===== config.mk =====
export PLATFORM = sky130hd
export DESIGN_NAME = ctrl_datapath
export DESIGN_NICKNAME = d
export VERILOG_FILES = /design/src/rtl/dp_pkg.sv /design/src/rtl/dp_regfile.sv /design/src/rtl/dp_arith.sv /design/src/rtl/dp_func_unit.sv /design/src/rtl/ctrl_datapath.sv
export SDC_FILE = /design/constraint.sdc
export NUM_CORES = 1
export LEC_CHECK = 0
export BUFFER_PORTS_ARGS = -buffer_cell sky130_fd_sc_hd__buf_2
export CORE_UTILIZATION = 29
export CTS_CLUSTER_SIZE = 28
export DETAILED_ROUTE_END_ITERATION = 12
export SLEW_MARGIN = 0
export SYNTH_ARGS = -nofsm -noshare
export SYNTH_HDL_FRONTEND = slang
export SYNTH_SLANG_ARGS = --single-unit

===== constraint.sdc =====
create_clock -name clk -period 12.22 [get_ports clk]
set_input_delay 0.611 -clock clk [delete_from_list [all_inputs] [get_ports clk]]
set_output_delay 0.611 -clock clk [all_outputs]
set_load 0.03 [all_outputs]

===== src/rtl/dp_pkg.sv =====
package dp_pkg;

  // B-operand shaping for the adder (operation code bits 2:1)
  typedef enum logic [1:0] {
    YB_ZERO = 2'b00,
    YB_PASS = 2'b01,
    YB_INV  = 2'b10,
    YB_ONES = 2'b11
  } ysel_e;

  // Bitwise operation (operation code bits 2:1)
  typedef enum logic [1:0] {
    LG_AND = 2'b00,
    LG_OR  = 2'b01,
    LG_XOR = 2'b10,
    LG_NOT = 2'b11
  } logic_e;

  // Shifter operation (operation code bits 3:2)
  typedef enum logic [1:0] {
    SH_PASS  = 2'b00,
    SH_RIGHT = 2'b01,
    SH_LEFT  = 2'b10,
    SH_HOLD  = 2'b11
  } shift_e;

  localparam int FSW = 5;

endpackage


===== src/rtl/dp_regfile.sv =====
module dp_regfile #(
  parameter int DW = 8,
  parameter int AW = 3,
  localparam int NREG = 1 << AW
) (
  input  logic                clk,
  input  logic                rst_n,
  input  logic                wr_en,
  input  logic [AW-1:0]       wr_addr,
  input  logic [DW-1:0]       wr_data,
  output logic [NREG*DW-1:0]  q_flat
);

  for (genvar g = 0; g < NREG; g++) begin : g_reg
    logic          hit;
    logic [DW-1:0] q_nxt;
    logic [DW-1:0] q_r;

    always_comb begin
      hit   = wr_en && (wr_addr == AW'(g));
      q_nxt = hit ? wr_data : q_r;
    end

    always_ff @(posedge clk or negedge rst_n) begin
      if (!rst_n) begin
        q_r <= '0;
      end else if (hit) begin
        q_r <= q_nxt;
      end
    end

    assign q_flat[g*DW +: DW] = q_r;
  end

endmodule


===== src/rtl/dp_arith.sv =====
module dp_arith
  import dp_pkg::*;
#(
  parameter int DW = 8
) (
  input  logic [DW-1:0] a,
  input  logic [DW-1:0] b,
  input  logic [1:0]    ysel,
  input  logic          cin,
  output logic [DW-1:0] sum,
  output logic          cout,
  output logic          ovf
);

  logic [DW-1:0] y;
  logic [DW:0]   total;

  always_comb begin
    case (ysel_e'(ysel))
      YB_ZERO: y = '0;
      YB_PASS: y = b;
      YB_INV:  y = ~b;
      default: y = '1;
    endcase
    total = {1'b0, a} + {1'b0, y} + {{DW{1'b0}}, cin};
    sum   = total[DW-1:0];
    cout  = total[DW];
    ovf   = (a[DW-1] == y[DW-1]) && (total[DW-1] != a[DW-1]);
  end

endmodule


===== src/rtl/dp_func_unit.sv =====
module dp_func_unit
  import dp_pkg::*;
#(
  parameter int DW = 8
) (
  input  logic [DW-1:0]  a,
  input  logic [DW-1:0]  b,
  input  logic [FSW-1:0] fs,
  output logic [DW-1:0]  f,
  output logic           c,
  output logic           v,
  output logic           n,
  output logic           z
);

  logic [DW-1:0] ar_sum;
  logic          ar_c;
  logic          ar_v;
  logic [DW-1:0] lg_res;
  logic [DW-1:0] sh_res;
  logic          is_arith;

  dp_arith #(.DW(DW)) u_arith (
    .a    (a),
    .b    (b),
    .ysel (fs[2:1]),
    .cin  (fs[0]),
    .sum  (ar_sum),
    .cout (ar_c),
    .ovf  (ar_v)
  );

  always_comb begin
    case (logic_e'(fs[2:1]))
      LG_AND:  lg_res = a & b;
      LG_OR:   lg_res = a | b;
      LG_XOR:  lg_res = a ^ b;
      default: lg_res = ~a;
    endcase

    case (shift_e'(fs[3:2]))
      SH_RIGHT: sh_res = {1'b0, b[DW-1:1]};
      SH_LEFT:  sh_res = {b[DW-2:0], 1'b0};
      default:  sh_res = b;
    endcase

    is_arith = (fs[4:3] == 2'b00);
    if (fs[4])       f = sh_res;
    else if (fs[3])  f = lg_res;
    else             f = ar_sum;

    c = is_arith & ar_c;
    v = is_arith & ar_v;
    n = f[DW-1];
    z = ~|f;
  end

endmodule


===== src/rtl/ctrl_datapath.sv =====
module ctrl_datapath
  import dp_pkg::*;
#(
  parameter int DW = 8,
  parameter int AW = 3,
  localparam int CW = 3*AW + FSW + 3
) (
  input  logic          clk,
  input  logic          rst_n,
  input  logic [CW-1:0] ctrl_word,
  input  logic [DW-1:0] const_in,
  input  logic [DW-1:0] data_in,
  output logic [DW-1:0] addr_out,
  output logic [DW-1:0] data_out,
  output logic          flag_v,
  output logic          flag_c,
  output logic          flag_n,
  output logic          flag_z
);

  localparam int NREG   = 1 << AW;
  localparam int RW_POS = 0;
  localparam int MD_POS = 1;
  localparam int FS_LSB = 2;
  localparam int MB_POS = FS_LSB + FSW;
  localparam int BA_LSB = MB_POS + 1;
  localparam int AA_LSB = BA_LSB + AW;
  localparam int DA_LSB = AA_LSB + AW;

  logic [AW-1:0]      da, aa, ba;
  logic               mb_sel, md_sel, wr_en;
  logic [FSW-1:0]     fs;
  logic [NREG*DW-1:0] rf_flat;
  logic [DW-1:0]      bus_a, rd_b, bus_b, bus_d, fu_out;

  always_comb begin
    da     = ctrl_word[DA_LSB +: AW];
    aa     = ctrl_word[AA_LSB +: AW];
    ba     = ctrl_word[BA_LSB +: AW];
    mb_sel = ctrl_word[MB_POS];
    fs     = ctrl_word[FS_LSB +: FSW];
    md_sel = ctrl_word[MD_POS];
    wr_en  = ctrl_word[RW_POS];
  end

  // Read ports: combinational selection out of the register bank
  always_comb begin
    bus_a = '0;
    rd_b  = '0;
    for (int i = 0; i < NREG; i++) begin
      if (aa == AW'(i)) bus_a = rf_flat[i*DW +: DW];
      if (ba == AW'(i)) rd_b  = rf_flat[i*DW +: DW];
    end
    bus_b = mb_sel ? const_in : rd_b;
    bus_d = md_sel ? data_in  : fu_out;
  end

  dp_regfile #(.DW(DW), .AW(AW)) u_rf (
    .clk     (clk),
    .rst_n   (rst_n),
    .wr_en   (wr_en),
    .wr_addr (da),
    .wr_data (bus_d),
    .q_flat  (rf_flat)
  );

  dp_func_unit #(.DW(DW)) u_fu (
    .a  (bus_a),
    .b  (bus_b),
    .fs (fs),
    .f  (fu_out),
    .c  (flag_c),
    .v  (flag_v),
    .n  (flag_n),
    .z  (flag_z)
  );

  assign addr_out = bus_a;
  assign data_out = bus_b;

endmodule


==> results.toml <==
[cells_and_area]
synthToLayoutAreaGrowth_pct = 12.76
nFillCells = 1800
nets = 691
top_register = "u_rf.g.q_r"
largest_register_ffs = 64
multi_input_area_mm2 = 0.003192
stdcell_area_mm2 = 0.005773
register_area_mm2 = 0.001602
drive_gt1_share_pct = 16.27
layout_common_cells = "nand2_1 (78), dfrtp_1 (64), o21ai_0 (59), buf_2 (54), nor2_1 (42)"
top_regs = "u_rf.g.q_r x64"
insertedDiodeCount = 0
layout_commonest_cell = "nand2_1"

[routing]
routed_wl_mm = 16.43
drc = 0
viasPerCell = 5.605
drt_iter0_drc = 438
wire_per_inst_um = 19.15
first_pass_iters = 7
vias = 4809
ant_nets = 0

[clocking]
h-tree-depth = 3
cts-buffers-inserted = 9
post_cts_buffers = 0
clkSlewWorstSetupHoldPaths_ns = 0.05
clk_latency_ns = 0.33
cts_sinks = 64
root_buffer = "clkbuf_16"
cts_tree = "done"
post_cts_resized = 0
postCtsHoldBufs = 0
clockBufferDepth = 2

[sta]
timing.fmax_ghz = 0.1774
skew_ns = 0.005883
fin_crit_ns = 5.638
finalCritPeriodShare_pct = 46.14
setup_viol = 0
setup_tns_ns = 0
rsz0062_at_grt = "false"
final_max_slew_viol_count = 0
worst-slew-pin-transition_ns = 0.9895
slew_headroom_pct = 33.33
hold_viol_final = 0

[floorplan]
start_util_pct = 29.60
pin_count = 55
num_rows = 48
die_area_mm2 = 0.01819
coreArea_mm2 = 0.01730
die_x_um = 134.9
fp.dieH_um = 134.9

[worst_setup_path]
cp_slowest_stage_delay_ns = 0.59
r2r_slack_ns = 8.13
critPathBufInv = 3
arrival_ns = 5.03
crit_type = "in2out"
worstSetupStartpointType = "input port"
cp_max_fo = 35
cp_top_family = "compound AO/OA/AOI/OAI gates"
slowest_stage = "mux4_2"
end_kind = "primary output"
required_ns = 11.61
path_cells = "buf_2 > mux4_2 > o21ai_0 > a2bb2oi_1 > inv_1 > mux2i_1 > fa_1 > fa_1 > nor2b_1 > o31a_1 > o41ai_1 > a221oi_1 > nand2_1 > or4_1 > nor2_1 > buf_2"

[global_routing]
grt_pass1_wl_mm = 25.96
gr-total-overflow = 0
grt_max_degree = 65
grt_usage_pct = 18.72
antenna_found_initial = 0
grt_pass1_vias = 4484

[logic_synthesis]
avgSynthCellArea_um2 = 8.590
synth_nets = 658
yosysTopAreaCell = "dfrtp_1"
synth_area_leaders = "dfrtp_1 (31%), ha_1 (6.1%), mux2i_1 (5.9%)"
synth_area_mm2 = 0.005120
synth_top_area_share_pct = 31.28
async_reset_ff_share_pct = 100.0
yosysUniqueCellTypes = 70
yosys_warnings = 0
synth_ff_type = "dfrtp_1"
syn_inst = 596
synth_seq_cells = 64
synth_edf_count = 0
yosysSeqAreaShare_pct = 31.28

[place]
hpwlAfterDp_mm = 11.69
port-buffer-count = 54
gp_congestion = 0.8990
placed_area_mm2 = 0.005510

[power_and_ir_drop]
power_leakage_nw = 2.625
power.density_mw_per_mm2 = 152.4
peakVddDrop_uv = 66.81

[job]
cap_viol_max_count = 0

[run_status]
status = "finished clean"

[hold_path]
hold_class = "in2async"
power breakdown:
part           internal [mW]  switching, mW  total (mW)
Sequential             0.264         0.0459       0.310
Combinational          0.136          0.203       0.339
Clock                  0.135         0.0955       0.230
cells by family after synthesis:
logic type                 count (synthesis)  synth area share [%]
DFF                                       64                 31.28
muxes                                     50                 12.24
and+or+nand+nor                          185                 16.59
buffers and inverters                     74                 6.378
xor gates and xnor gates                   4                0.6842
adders and majority gates                 27                 6.892
AOI/OAI and AO/OA                        192                 25.93
per-layer routing:
layer  part of all wire [%]  wire (um)  GRT usage, %
met1                     47       7690         27.03
met2                     44       7168         28.01
met3                    6.9       1134         2.628
met4                    2.6        435         7.366
met5                      0          0             0
layout make-up:
cell class                 count  area share [%]
multi-input combinational    458           55.29
tap                          225           4.876
timing repair buffer          56           4.941
clock buffer                   9           3.901
sequential                    64           27.74
clock inverter                 6          0.6502
inverter                      40           2.601
cells in the mapped netlist (all sizes together), types with 9 or more instances:
library cell / instances
nand3: 13
a22o: 9
a21oi: 20
o31ai: 25
inv: 39
nor2b: 12
buf: 16
dfrtp: 64
mux4: 9
clkbuf: 18
nor2: 43
mux2: 11
ha: 25
nand2: 78
mux2i: 30
o21ai: 61
nand2b: 10
worst reg2reg max path: stages (launching register included):
cell and delay (ns):
dfrtp_1 0.41, mux4_2 0.47, o21ai_0 0.20, a2bb2oi_1 0.17, inv_1 0.13, mux2i_1 0.11
fa_1 0.48, fa_1 0.42, nor2b_1 0.21, o31a_1 0.22, o41ai_1 0.08, a221oi_1 0.31
nand3_1 0.14, o21ai_0 0.40, o21ai_0 0.18
through the flow:
stage / util, % / instances / setup WS (ns) / hold WS, ns / total power, mW
global placement: 31.86 / 843 / 6.668 / 0.4801 / 0.6429
floorplan: - / 596 / 6.682 / 0.3154 / 0.5498
detailed placement: 31.86 / 843 / 6.613 / 0.4884 / 0.6483
global route: 33.38 / 858 / 6.145 / 0.5273 / 0.9364
finish: 33.38 / 858 / 6.582 / 0.4773 / 0.8798
CTS: 33.38 / 858 / 6.601 / 0.4994 / 0.8774
path summary, 6_finish.rpt:
kind | from | endpoint | depth (start not counted)
hold / removal | rst_n | u_rf.g_reg[0].q_r[3] | 2
max in group asynchronous | rst_n | u_rf.g_reg[1].q_r[7] | 2
setup reg to reg | u_rf.g_reg[0].q_r[0] | u_rf.g_reg[5].q_r[6] | 14
setup / recovery | ctrl_word[8] | flag_z | 16
min in group clk | u_rf.g_reg[6].q_r[3] | u_rf.g_reg[6].q_r[3] | 2
hold reg to reg | u_rf.g_reg[6].q_r[3] | u_rf.g_reg[6].q_r[3] | 2
No activity file was read; power rests on OpenSTA's default activity.
